--- config.mk ---
export PLATFORM = sky130hd
export DESIGN_NAME = irq_vector_gen
export DESIGN_NICKNAME = d
export VERILOG_FILES = /design/src/rtl/irq_vec_pkg.sv /design/src/rtl/irq_prio_enc.sv /design/src/rtl/irq_base_reg.sv /design/src/rtl/irq_ack_ctrl.sv /design/src/rtl/irq_vector_gen.sv
export SDC_FILE = /design/constraint.sdc
export NUM_CORES = 1
export LEC_CHECK = 0
export ABC_AREA = 0
export BUFFER_PORTS_ARGS = -buffer_cell sky130_fd_sc_hd__buf_4
export CORE_UTILIZATION = 45
export DETAILED_ROUTE_END_ITERATION = 16
export PLACE_DENSITY = 0.82
export SLEW_MARGIN = 20
export SYNTH_ARGS = -nofsm -noshare
export SYNTH_HDL_FRONTEND = slang
export SYNTH_SLANG_ARGS = --single-unit
--- constraint.sdc ---
create_clock -name clk -period 2 [get_ports clk]
set_input_delay 0.2 -clock clk [delete_from_list [all_inputs] [get_ports clk]]
set_output_delay 0.2 -clock clk [all_outputs]
set_load 0.01 [all_outputs]
--- src/rtl/irq_vec_pkg.sv ---
// Package: shared widths for the interrupt vector generator.
// Assumes an 8-bit vector split into a base nibble and a code nibble.
package irq_vec_pkg;
    localparam int VEC_W  = 8;
    localparam int CODE_W = 4;
    localparam int BASE_W = VEC_W - CODE_W;
    localparam logic [CODE_W-1:0] UNINIT_LOW = '1;
endpackage

--- src/rtl/irq_prio_enc.sv ---
// Module: irq_prio_enc
// Finds the highest-index active request and returns its index as the code.
// Assumes NUM_SRC <= 2**CODE_W. Purely combinational.
module irq_prio_enc
    import irq_vec_pkg::*;
#(
    parameter int NUM_SRC = 14
) (
    input  logic [NUM_SRC-1:0] req,
    output logic               hit,
    output logic [CODE_W-1:0]  code
);
    // Scan upward so that the last active index found is the winner.
    always_comb begin
        hit  = 1'b0;
        code = '0;
        for (int i = 0; i < NUM_SRC; i++) begin
            if (req[i]) begin
                hit  = 1'b1;
                code = CODE_W'(i);
            end
        end
    end
endmodule

--- src/rtl/irq_base_reg.sv ---
// Module: irq_base_reg
// Holds the writable base nibble and a one-flop "written" flag.
// Before the first write, the low read bits show all ones; after it, zeros.
// Assumes a synchronous active-low reset.
module irq_base_reg
    import irq_vec_pkg::*;
(
    input  logic              clk,
    input  logic              rst_n,
    input  logic              wr,
    input  logic [VEC_W-1:0]  wdata,
    output logic [BASE_W-1:0] base,
    output logic [VEC_W-1:0]  rdata
);
    logic written_q;

    // Store the upper nibble and mark the register as initialized.
    always_ff @(posedge clk) begin
        if (!rst_n) begin
            base      <= '0;
            written_q <= 1'b0;
        end else if (wr) begin
            base      <= wdata[VEC_W-1:CODE_W];
            written_q <= 1'b1;
        end
    end

    // Build the read value from the stored nibble and the flag.
    always_comb rdata = {base, written_q ? {CODE_W{1'b0}} : UNINIT_LOW};
endmodule

--- src/rtl/irq_ack_ctrl.sv ---
// Module: irq_ack_ctrl
// Detects the start of an acknowledge, captures the vector or a spurious
// result, and presents it until the acknowledge ends.
// Assumes ack_req stays high for the whole acknowledge.
module irq_ack_ctrl
    import irq_vec_pkg::*;
(
    input  logic             clk,
    input  logic             rst_n,
    input  logic             ack_req,
    input  logic             hit,
    input  logic [VEC_W-1:0] vec_next,
    output logic [VEC_W-1:0] vec_out,
    output logic             vec_valid,
    output logic             spurious
);
    logic             ack_d;
    logic             active_q;
    logic             hit_q;
    logic [VEC_W-1:0] vec_q;
    logic             start;

    // Start of an acknowledge: high now, low in the previous cycle.
    always_comb start = ack_req && !ack_d;

    // Track the acknowledge and capture the result at its start.
    always_ff @(posedge clk) begin
        if (!rst_n) begin
            ack_d    <= 1'b0;
            active_q <= 1'b0;
            hit_q    <= 1'b0;
            vec_q    <= '0;
        end else begin
            ack_d <= ack_req;
            if (!ack_req) begin
                active_q <= 1'b0;
            end else if (start) begin
                active_q <= 1'b1;
                hit_q    <= hit;
                vec_q    <= hit ? vec_next : '0;
            end
        end
    end

    // Drive the outputs only while an acknowledge is in progress.
    always_comb begin
        vec_valid = active_q && hit_q;
        spurious  = active_q && !hit_q;
        vec_out   = vec_valid ? vec_q : '0;
    end
endmodule

--- src/rtl/irq_vector_gen.sv ---
// Module: irq_vector_gen (top)
// Returns a prioritized interrupt vector from a programmable base during an
// acknowledge. The top NUM_SER sources may instead pass through an external
// vector when their auto-vector enable is clear.
// Assumes NUM_SER <= NUM_SRC <= 16.
module irq_vector_gen
    import irq_vec_pkg::*;
#(
    parameter int NUM_SRC = 14,
    parameter int NUM_SER = 3
) (
    input  logic               clk,
    input  logic               rst_n,
    input  logic               reg_wr,
    input  logic [VEC_W-1:0]   reg_wdata,
    output logic [VEC_W-1:0]   reg_rdata,
    input  logic [NUM_SRC-1:0] req,
    input  logic [NUM_SER-1:0] ser_auto_en,
    input  logic [VEC_W-1:0]   ser_vec,
    input  logic               ack_req,
    output logic [VEC_W-1:0]   vec_out,
    output logic               vec_valid,
    output logic               spurious
);
    localparam int SER_FIRST = NUM_SRC - NUM_SER;

    logic [BASE_W-1:0] base;
    logic              hit;
    logic [CODE_W-1:0] code;
    logic              pass_ext;
    logic [VEC_W-1:0]  vec_next;

    irq_base_reg u_base (
        .clk   (clk),
        .rst_n (rst_n),
        .wr    (reg_wr),
        .wdata (reg_wdata),
        .base  (base),
        .rdata (reg_rdata)
    );

    irq_prio_enc #(.NUM_SRC(NUM_SRC)) u_enc (
        .req  (req),
        .hit  (hit),
        .code (code)
    );

    // Decide whether the winner is a serial source without auto-vectoring.
    always_comb begin
        pass_ext = 1'b0;
        for (int j = 0; j < NUM_SER; j++) begin
            if (code == CODE_W'(SER_FIRST + j) && !ser_auto_en[j]) begin
                pass_ext = 1'b1;
            end
        end
    end

    // Form the candidate vector for the current winner.
    always_comb vec_next = pass_ext ? ser_vec : {base, code};

    irq_ack_ctrl u_ack (
        .clk       (clk),
        .rst_n     (rst_n),
        .ack_req   (ack_req),
        .hit       (hit),
        .vec_next  (vec_next),
        .vec_out   (vec_out),
        .vec_valid (vec_valid),
        .spurious  (spurious)
    );
endmodule

==> flow_summary.toml, run 1 <==
[outcome]
status = "finished clean"

[yosys]
yosys.area.top_type_share_pct = 36.0
post_synth_edffs = 0
netlist_instances = 108
yosysSeqAreaShare_pct = 36.0
yosysUniqueCellTypes = 32
synth.top_cells.by_area = "sky130_fd_sc_hd__dfxtp_1 36%, sky130_fd_sc_hd__mux2i_1 10%, sky130_fd_sc_hd__nor2_1 5.9%"
synthesis.area_per_instance_sq_um = 8.25
postSynth.asyncResetShare_pct = 0
postSynthNetCount = 145
flop_and_latch_count_out_of_synthesis = 16
synthesis.area_sq_um = 891
ys_dominant_reg_cell = "sky130_fd_sc_hd__dfxtp_1"
yosys_warning_total = 0
synth_top_cell_by_area = "sky130_fd_sc_hd__dfxtp_1"

[global_route]
grt.busiest_layer = "met2"
grt_util_met1_pct = 26.3
grt-ovfl-total = 0
initial_antenna_violation_count = 0
met3_layer_usage_reported_by_global_route_pct = 7.06
grt_first_pass_wirelength_um = 3390
pin_count_of_the_biggest_net_entering_global_routing = 12
global_route.usage.met2_pct = 40.3
gr-usage-all-layers_pct = 23.0
number_of_global_route_vias_before_repair = 815

[place]
detailed_place_hpwl_um = 1850
port_buffers = 50
final_estimated_routing_congestion_in_global_placement = 0.844

[critical_path]
crit_cells = 5
worst-r2r-cell-count = 5
worst_ep_required_time_ps = 2250
worst-endpoint-arrival_ps = 1750
critical-path-top-delay-family = "compound AO/OA/AOI/OAI gates"
crit_path_end_kind = "flop"
critical_path.reg2reg.startpoint = "u_ack.ack_d"
setup.worst_path.start_class = "flop"
worst-path-buf-inv = 0
reg_to_reg_setup_timing_slack_ps = 500
timing.critical_path.slowest_stage_cell = "sky130_fd_sc_hd__dfxtp_1"
series_of_cell_instances_along_the_critical_path = "nand2b_1 > a41oi_1 > nand2_1 > a221oi_1 > a21o_1"
timing.critical_path.fanout_max = 6
setup.worst_path.class = "flop to flop"
critical-path-max-stage-delay_ps = 320
rr_endpoint = "u_ack.vec_q[1]"

[clock_tree]
clk_transition_reported_paths_ps = 100
tritoncts.num_buffers = 3
clock_tree.buffer_depth = 2
ctsRootBufferMaster = "sky130_fd_sc_hd__clkbuf_4"
cts.repair.resized = 0
sinks_on_clock_net = 16
cts_tree = "done"
cts_htree_levels = 1
post_cts_hold_buffer_count = 0
post_cts_buffers = 0
clkLatencyLatePin_ps = 290

[floorplan]
die_h_um = 46.5
initial_core_utilization_pct = 50.0
dieArea_sq_mm = 0.00216
placement_rows = 15
fp.coreArea_sq_mm = 0.00178
dieWidth_um = 46.5
number_of_ports_placed_on_the_die_boundary = 55

[sta]
grt_setup_unrepaired = "false"
worst_pin_slew_ps = 490
setup-tns-final_ps = 0
timing_max_transition_violations_final = 0
finalSetupViolCount = 0
fin_worst_skew_ps = 6.99
final_period_minus_worst_setup_slack_ps = 1500
slew-limit-headroom_pct = 67.2
final_hold_viol_count = 0
final.period_utilization_pct = 75.2
max_clock_freq_mhz = 665

[drt]
drt.antenna.violating_nets = 0
dr.pass1.iters = 4
detail_route.wirelength_um = 2210
detailroute.via_count = 929
drt_drc_violations_left = 0
dr.first_iter.drc_count = 11
vias_per_cell = 5.13
avgRoutedWirePerCell_um = 12.2

[final_layout]
layout_common_cells = "50 x sky130_fd_sc_hd__buf_4, 16 x sky130_fd_sc_hd__dfxtp_1, 14 x sky130_fd_sc_hd__nor2_1"
area_delta_synth_final_pct = 45.9
leading_cell_type_in_the_layout_fill_and_taps_excluded = "sky130_fd_sc_hd__buf_4"
final_layout_size_suffix_gt1_share_pct = 37.8
postLayoutCoreUtil_pct = 72.9
diodes = 0
finish.net_count = 194

[hold_path]
worst_hold_path_class = "input pin to flop"
holdPathStages = 2
hold_path_startpoint = "ack_req"
worstHoldEndpoint = "u_ack.ack_d"

[power]
p_per_area_mw_per_mm2 = 573
total_leakage_power_nw = 0.643
irDropWorstVdd_v = 0.000492

[run]
cap_viol_max_count = 0
metal layers:
layer | wire (um) | vias up | share of wire [%]
li1 | - | 475 | -
met4 | 30 | 0 | 1.4
met2 | 1140 | 24 | 52
met3 | 103 | 5 | 4.7
met5 | 0 | - | 0
met1 | 931 | 425 | 42
stage by stage:
stage | instances | power, mW | hold slack, ps | cell area, sq um | worst slack (ps)
after floorplan | 108 | 0.448 | 338 | 891 | 674
after global placement | 177 | 0.531 | 423 | 1260 | 465
after detailed placement | 177 | 0.536 | 434 | 1260 | 432
after CTS | 181 | 0.748 | 135 | 1300 | 506
after global routing | 181 | 0.781 | 141 | 1300 | 371
final | 181 | 0.745 | 132 | 1300 | 496
worst reg2reg max path, delay by kind of cell (launching register included):
kind	cells	cell delay [ps]
AND/OR/NAND/NOR	2	450
flip-flops	1	320
AO/OA/AOI/OAI	3	680
sequential cells by signal (all words and copies together) (netlist names):
| register | count |
|---|---|
| u_ack.ack_d | 1 |
| u_ack.active_q | 1 |
| u_ack.hit_q | 1 |
| u_ack.vec_q | 8 |
| u_base.base | 4 |
| u_base.written_q | 1 |
cells in the mapped netlist (3+ instances only):
cell type and number:
sky130_fd_sc_hd__nor4_1 3, sky130_fd_sc_hd__nor3_1 4, sky130_fd_sc_hd__and2_1 3, sky130_fd_sc_hd__nor2_1 14
sky130_fd_sc_hd__nor2b_1 3, sky130_fd_sc_hd__inv_1 5, sky130_fd_sc_hd__nand2_1 7, sky130_fd_sc_hd__buf_4 3
sky130_fd_sc_hd__mux2i_1 9, sky130_fd_sc_hd__dfxtp_1 16, sky130_fd_sc_hd__o21ai_1 5, sky130_fd_sc_hd__a21oi_1 3
sky130_fd_sc_hd__and3_1 8
cell families (layout without fill, tap and decap cells):
kind of cell           Yosys count  after routing  share of synthesized area, %
AOI/OAI and AO/OA               23             23                          19.9
and+or+nand+nor                 49             49                          28.1
muxes                            9              9                          10.1
DFF                             16             16                          36.0
buffers and inverters           11             59                          5.90
area by class of cell:
type	count	area, sq um
Timing Repair Buffer	50	375
Inverter	5	18.8
Multi-Input combinational cell	81	518
Sequential cell	16	320
Tap cell	25	31.3
Fill cell	138	483
Clock buffer	4	36.3
how the worst max path moves through the flow:
stage / to / startpoint / slack [ps]
3_3_place_gp: u_ack.vec_q[6] / ser_auto_en[1] / 470
6_report: u_ack.vec_q[1] / u_ack.ack_d / 500
2_1_floorplan: u_ack.vec_q[1] / req[10] / 670
5_1_grt: u_ack.vec_q[1] / u_ack.ack_d / 370
4_1_cts: u_ack.vec_q[1] / u_ack.ack_d / 510
3_5_place_dp: u_ack.vec_q[6] / ser_auto_en[1] / 430
power breakdown:
part,internal [mW],switching [mW],total [mW]
Sequential,0.340,0.0149,0.354
Combinational,0.0955,0.0785,0.174
Clock,0.111,0.106,0.217
Total,0.546,0.199,0.745
Note: power is estimated with default switching activity, not from simulation.
==> inputs of run 2 (changes only) <==
Settings changed: CORE_UTILIZATION 45 to 42, PLACE_DENSITY 0.82 to 0.78.
Clock period 2 ns to 1.4 ns, I/O delays scaled along.
==> flow_summary.toml, run 2 (synthesis gave the netlist of run 1 again) <==
[place]
port_buffers = 50
place_worst_setup_slack_ps = -71.1
dpl-instance-area_sq_mm = 0.00132
final_estimated_routing_congestion_in_global_placement = 0.747
dp_cells = 186
detailed_place_hpwl_um = 1800

[sta]
fin_worst_skew_ps = 2.74
final_period_minus_worst_setup_slack_ps = 1240
slew-limit-headroom_pct = 67.2
max_clock_freq_mhz = 804
setup-tns-final_ps = 0
final_hold_viol_count = 0
holdWs_ps = 82.5
final.period_utilization_pct = 88.9
worst_pin_slew_ps = 490
grt_setup_unrepaired = "false"
final.setup.worst_slack_ps = 156
finalSetupViolCount = 0
timing_max_transition_violations_final = 0

[floorplan]
number_of_ports_placed_on_the_die_boundary = 55
placement_rows = 16
fp.coreArea_sq_mm = 0.00198
die_h_um = 48.1
initial_core_utilization_pct = 44.9
dieArea_sq_mm = 0.00231
dieWidth_um = 48.1

[critical_path]
setup.worst_path.class = "flop to flop"
worst-endpoint-arrival_ps = 1480
worst-r2r-cell-count = 5
worst_ep_required_time_ps = 1640
critical_path.reg2reg.startpoint = "u_ack.ack_d"
crit_path_end_kind = "flop"
rr_endpoint = "u_ack.vec_q[1]"
reg_to_reg_setup_timing_slack_ps = 160
setup.worst_path.start_class = "flop"
timing.critical_path.fanout_max = 3

[drt]
avgRoutedWirePerCell_um = 11.3
vias_per_cell = 5.10
dr.pass1.iters = 4
drt_drc_violations_left = 0
dr.first_iter.drc_count = 10
detailroute.via_count = 963
drt.antenna.violating_nets = 0
detail_route.wirelength_um = 2130

[clock_tree]
cts_htree_levels = 1
post_cts_hold_buffer_count = 0
cts_tree = "done"
ctsRootBufferMaster = "sky130_fd_sc_hd__clkbuf_4"
clock_tree.buffer_depth = 2
cts.repair.resized = 0
tritoncts.num_buffers = 3
clkLatencyLatePin_ps = 280
post_cts_buffers = 0
clk_transition_reported_paths_ps = 80
sinks_on_clock_net = 16

[global_route]
grt_first_pass_wirelength_um = 3180
pin_count_of_the_biggest_net_entering_global_routing = 12
global_route.usage.met2_pct = 33.2
gr-usage-all-layers_pct = 20.0
number_of_global_route_vias_before_repair = 770
met3_layer_usage_reported_by_global_route_pct = 5.66
grt.busiest_layer = "met2"
grt-ovfl-total = 0
initial_antenna_violation_count = 0
grt_util_met1_pct = 25.5

[final_layout]
finish.net_count = 201
total_area_of_multi_input_combinational_cells_sq_um = 518
diodes = 0
fin_cells = 189
final_layout_size_suffix_gt1_share_pct = 40.1
area_delta_synth_final_pct = 50.6
layout_common_cells = "57 x sky130_fd_sc_hd__buf_4, 16 x sky130_fd_sc_hd__dfxtp_1, 14 x sky130_fd_sc_hd__nor2_1"
postLayoutCoreUtil_pct = 67.7
finish.instance_area_sq_mm = 0.00134
max_flop_register = "u_ack.vec_q"
largest_register_ffs = 8
seqCellArea_sq_um = 320
reg.largest.list = "u_ack.vec_q x8, u_base.base x4"
leading_cell_type_in_the_layout_fill_and_taps_excluded = "sky130_fd_sc_hd__buf_4"
final.fill_count = 174

[outcome]
status = "finished clean"

[power]
totalPowerFinal_mw = 0.999
total_leakage_power_nw = 0.668
p_per_area_mw_per_mm2 = 745
irDropWorstVdd_v = 0.000470

[run]
cap_viol_max_count = 0

[hold_path]
hold_path_startpoint = "ack_req"
worstHoldEndpoint = "u_ack.ack_d"
holdPathStages = 2
worst_hold_path_class = "input pin to flop"
## run 2: changes by cell type in the layout (fill, tap and decap cells not counted)
cell	before	now
sky130_fd_sc_hd__clkbuf_8	1	0
sky130_fd_sc_hd__buf_4	50	57
## run 2: how the worst max path moves through the flow
| stage | startpoint | to | slack [ps] |
|---|---|---|---|
| final | u_ack.ack_d | u_ack.vec_q[1] | 160 |
| after global routing | u_ack.ack_d | u_ack.vec_q[1] | 60 |
| after CTS | u_ack.ack_d | u_ack.vec_q[1] | 160 |
| after detailed placement | req[10] | u_ack.vec_q[1] | -70 |
| after floorplan | req[10] | u_ack.vec_q[1] | 130 |
| after global placement | ser_auto_en[1] | u_ack.vec_q[1] | -60 |
## run 2: final cells by class
class | count | area share (%)
Clock buffer | 3 | 1.68
Multi-Input combinational cell | 81 | 38.6
Tap cell | 27 | 2.52
Inverter | 5 | 1.40
Timing Repair Buffer | 57 | 31.9
Sequential cell | 16 | 23.9
## run 2: where the power goes
group / total [mW] / internal [mW] / switching (mW)
registers: 0.506 / 0.485 / 0.0208
logic: 0.263 / 0.150 / 0.113
clock network: 0.230 / 0.100 / 0.130
total: 0.999 / 0.735 / 0.264
## run 2: per-layer routing
| layer | wire, um | part of all wire [%] | vias up |
|---|---|---|---|
| met5 | 0 | 0 | - |
| met4 | 22 | 1.0 | 0 |
| met3 | 86 | 4.0 | 3 |
| met2 | 1060 | 50 | 21 |
| met1 | 963 | 45 | 443 |
| li1 | - | - | 496 |
## run 2: worst max-delay path, stage by stage, from the launching register on
cell	delay (ps)
sky130_fd_sc_hd__dfxtp_1	320
sky130_fd_sc_hd__nand2b_1	150
sky130_fd_sc_hd__a41oi_1	290
sky130_fd_sc_hd__nand2_1	120
sky130_fd_sc_hd__a221oi_1	210
sky130_fd_sc_hd__a21o_1	110
==> inputs of run 3 (changes only) <==
Settings changed: CORE_UTILIZATION 42 to 45, SYNTH_HIERARCHICAL set to 1.
==> flow_summary.toml, run 3 <==
[yosys]
synth.top_cells.by_area = "sky130_fd_sc_hd__dfxtp_1 29%, sky130_fd_sc_hd__a21boi_2 10%, sky130_fd_sc_hd__mux2_4 8.2%"
postSynthNetCount = 159
synth_compound_area_share_pct = 18.9
muxShareOfSynthArea_pct = 13.9
synthesis.area_per_instance_sq_um = 9.00
yosys.area_share.simple_pct = 27.1
yosys_warning_total = 6
netlist_instances = 122
flop_and_latch_count_out_of_synthesis = 16
synth.most_common_cell = "sky130_fd_sc_hd__dfxtp_1"
post_synth_edffs = 0
yosysSeqAreaShare_pct = 29.2
ys_dominant_reg_cell = "sky130_fd_sc_hd__dfxtp_1"
main_combinational_cell_family_by_area_after_synthesis = "simple AND/OR/NAND/NOR gates"
postSynth.asyncResetShare_pct = 0
synth.top_cells.by_count = "16 x sky130_fd_sc_hd__dfxtp_1, 10 x sky130_fd_sc_hd__a21boi_2, 10 x sky130_fd_sc_hd__nand2_1"
synth_top_cell_by_area = "sky130_fd_sc_hd__dfxtp_1"
synth_xor_xnor_area_share_pct = 0
yosys.area.top_type_share_pct = 29.2
synthesis.area_sq_mm = 0.00110
synth_fa_ha_area_share_pct = 0
yosysUniqueCellTypes = 36

[place]
port_buffers = 50
final_estimated_routing_congestion_in_global_placement = 0.841
dp_cells = 199
dpl-instance-area_sq_mm = 0.00153
detailed_place_hpwl_um = 2010

[clock_tree]
sinks_on_clock_net = 16
cts_htree_levels = 1
clkLatencyLatePin_ps = 290
clock_tree.buffer_depth = 2
clk_transition_reported_paths_ps = 100
cts_tree = "done"
tritoncts.num_buffers = 3
ctsRootBufferMaster = "sky130_fd_sc_hd__clkbuf_4"

[floorplan]
number_of_ports_placed_on_the_die_boundary = 55
fp.coreArea_sq_mm = 0.00225
die_h_um = 51.4
dieWidth_um = 51.4
placement_rows = 17
initial_core_utilization_pct = 48.7
dieArea_sq_mm = 0.00264

[run]
cap_viol_max_count = 0

[sta]
finalSetupViolCount = 8
timing_max_transition_violations_final = 0
final_period_minus_worst_setup_slack_ps = 1530
holdWs_ps = 100
final_hold_viol_count = 0
final.period_utilization_pct = 109
grt_setup_unrepaired = "true"
slew-limit-headroom_pct = 75.5
final.setup.worst_slack_ps = -131
max_clock_freq_mhz = 653
worst_pin_slew_ps = 367
fin_worst_skew_ps = 14.6

[final_layout]
final.fill_count = 152
area_delta_synth_final_pct = 61.2
layout_common_cells = "53 x sky130_fd_sc_hd__buf_4, 16 x sky130_fd_sc_hd__dfxtp_1, 9 x sky130_fd_sc_hd__buf_6, 9 x sky130_fd_sc_hd__nand2_1, 9 x sky130_fd_sc_hd__a21boi_2"
leading_cell_type_in_the_layout_fill_and_taps_excluded = "sky130_fd_sc_hd__buf_4"
finish.net_count = 215
fin_cells = 205
diodes = 0
largest_register_ffs = 8
reg.largest.list = "u_ack/vec_q x8, u_base/base x4"
finish.instance_area_sq_mm = 0.00177
final_layout_size_suffix_gt1_share_pct = 63.8
max_flop_register = "u_ack/vec_q"
postLayoutCoreUtil_pct = 78.5

[global_route]
grt-ovfl-total = 0
grt.busiest_layer = "met2"
grt_first_pass_wirelength_um = 4650
number_of_global_route_vias_before_repair = 1059
pin_count_of_the_biggest_net_entering_global_routing = 16
global_route.usage.met2_pct = 43.3
initial_antenna_violation_count = 0
met3_layer_usage_reported_by_global_route_pct = 4.76
grt_util_met1_pct = 27.3
gr-usage-all-layers_pct = 23.8

[critical_path]
setup.worst_path.start_class = "input pin"
worst-endpoint-arrival_ps = 1710
critical-path-max-stage-delay_ps = 320
timing.critical_path.slowest_stage_cell = "sky130_fd_sc_hd__mux2_4"
series_of_cell_instances_along_the_critical_path = "buf_6 > nor2b_4 > o21ai_2 > o211ai_1 > a21o_1 > a21boi_4 > mux2i_4 > nor2_8 > mux2_4 > nand3_2 > a21boi_2"
timing.critical_path.fanout_max = 6
worst_ep_required_time_ps = 1580
crit_path_end_kind = "flop"
setup.worst_path.class = "input pin to flop"

[power]
power.combinational.fraction_pct = 33.8
power.share.sequential_pct = 41.3
total_leakage_power_nw = 0.817
irDropWorstVdd_v = 0.000671
netSwitchingFraction_pct = 28.6
psw_mw = 0.351
totalPowerFinal_mw = 1.23
intPower_mw = 0.878
p_per_area_mw_per_mm2 = 695
power.share.clock_pct = 24.8

[hold_path]
worst_hold_path_class = "input pin to flop"

[drt]
dr.first_iter.drc_count = 8
dr.pass1.iters = 5
drt.antenna.violating_nets = 0
vias_per_cell = 5.26
detail_route.wirelength_um = 2970
detailroute.via_count = 1078
avgRoutedWirePerCell_um = 14.5
drt_drc_violations_left = 0

[outcome]
violations_in_the_final_reports = "setup timing"
status = "finished, violations left"
## run 3: cell types whose count changed after synthesis, sizes merged, moves of 4 or more
cell    change
mux2i       -4
buf         +7
mux2        +6
nand3       +7
nand2       +4
a21boi     +11
nor2b       +4
nor2        -4
## run 3: worst max-delay path: cells and delay by family
kind | cells | cell delay, ps
AO/OA/AOI/OAI | 5 | 670
buffers and inverters | 1 | 90
multiplexers | 2 | 430
AND/OR/NAND/NOR | 3 | 370
## run 3: timing repair
item / 4_1_cts / 5_1_grt
endpoints found under the setup margin: 8 / 8
endpoints found under the hold margin: 0 / 0
hold buffers: 0 / 0
pin swaps: 16 / 8
gates resized for setup: 22 / 18
buffers inserted: 2 / 0
## run 3: cell type report
cell class,count,area [sq um],share of cell area [%]
repair buffers,63,519,29.3
clock buffers,4,36.3,2.05
inverters,6,22.5,1.27
flip-flops and latches,16,320,18.1
well taps,28,35.0,1.98
multi-input cells,88,837,47.3
## run 3: cells by family (layout without fill, tap and decap cells)
kind of cell,Yosys count,in the layout
and+or+nand+nor,53,53
buffers and inverters,18,73
DFF,16,16
AOI/OAI and AO/OA,24,24
muxes,11,11
## run 3: path summary, 6_finish.rpt
path | start | end | slack, ps | depth (start not counted)
setup / recovery | req[1] | u_ack/vec_q[1] | -130 | 11
hold reg to reg | u_base/written_q | u_base/written_q | 460 | 1
setup reg to reg | u_ack/ack_d | u_ack/vec_q[4] | 310 | 3
hold / removal | reg_wdata[4] | u_base/base[0] | 100 | 3
## run 3: per-layer routing
metal | up-vias | part of all wire, %
li1 | 524 | -
met1 | 515 | 42
met2 | 33 | 52
met3 | 6 | 4.3
met4 | 0 | 1.3
met5 | - | 0
## run 3: power by group through the flow
stage	registers, mW	clock network [mW]	logic, mW
3_3_place_gp	0.515	0	0.334
5_1_grt	0.513	0.343	0.447
3_5_place_dp	0.518	0	0.341
6_report	0.508	0.305	0.416
4_1_cts	0.507	0.317	0.382
2_1_floorplan	0.508	0	0.221
## run 3: stage by stage
step | setup TNS, ps | setup WS (ps)
after global placement | -3860 | -514
after CTS | -553 | -104
after detailed placement | -3840 | -515
after global routing | -1120 | -168
final | -783 | -131
after floorplan | -1440 | -232
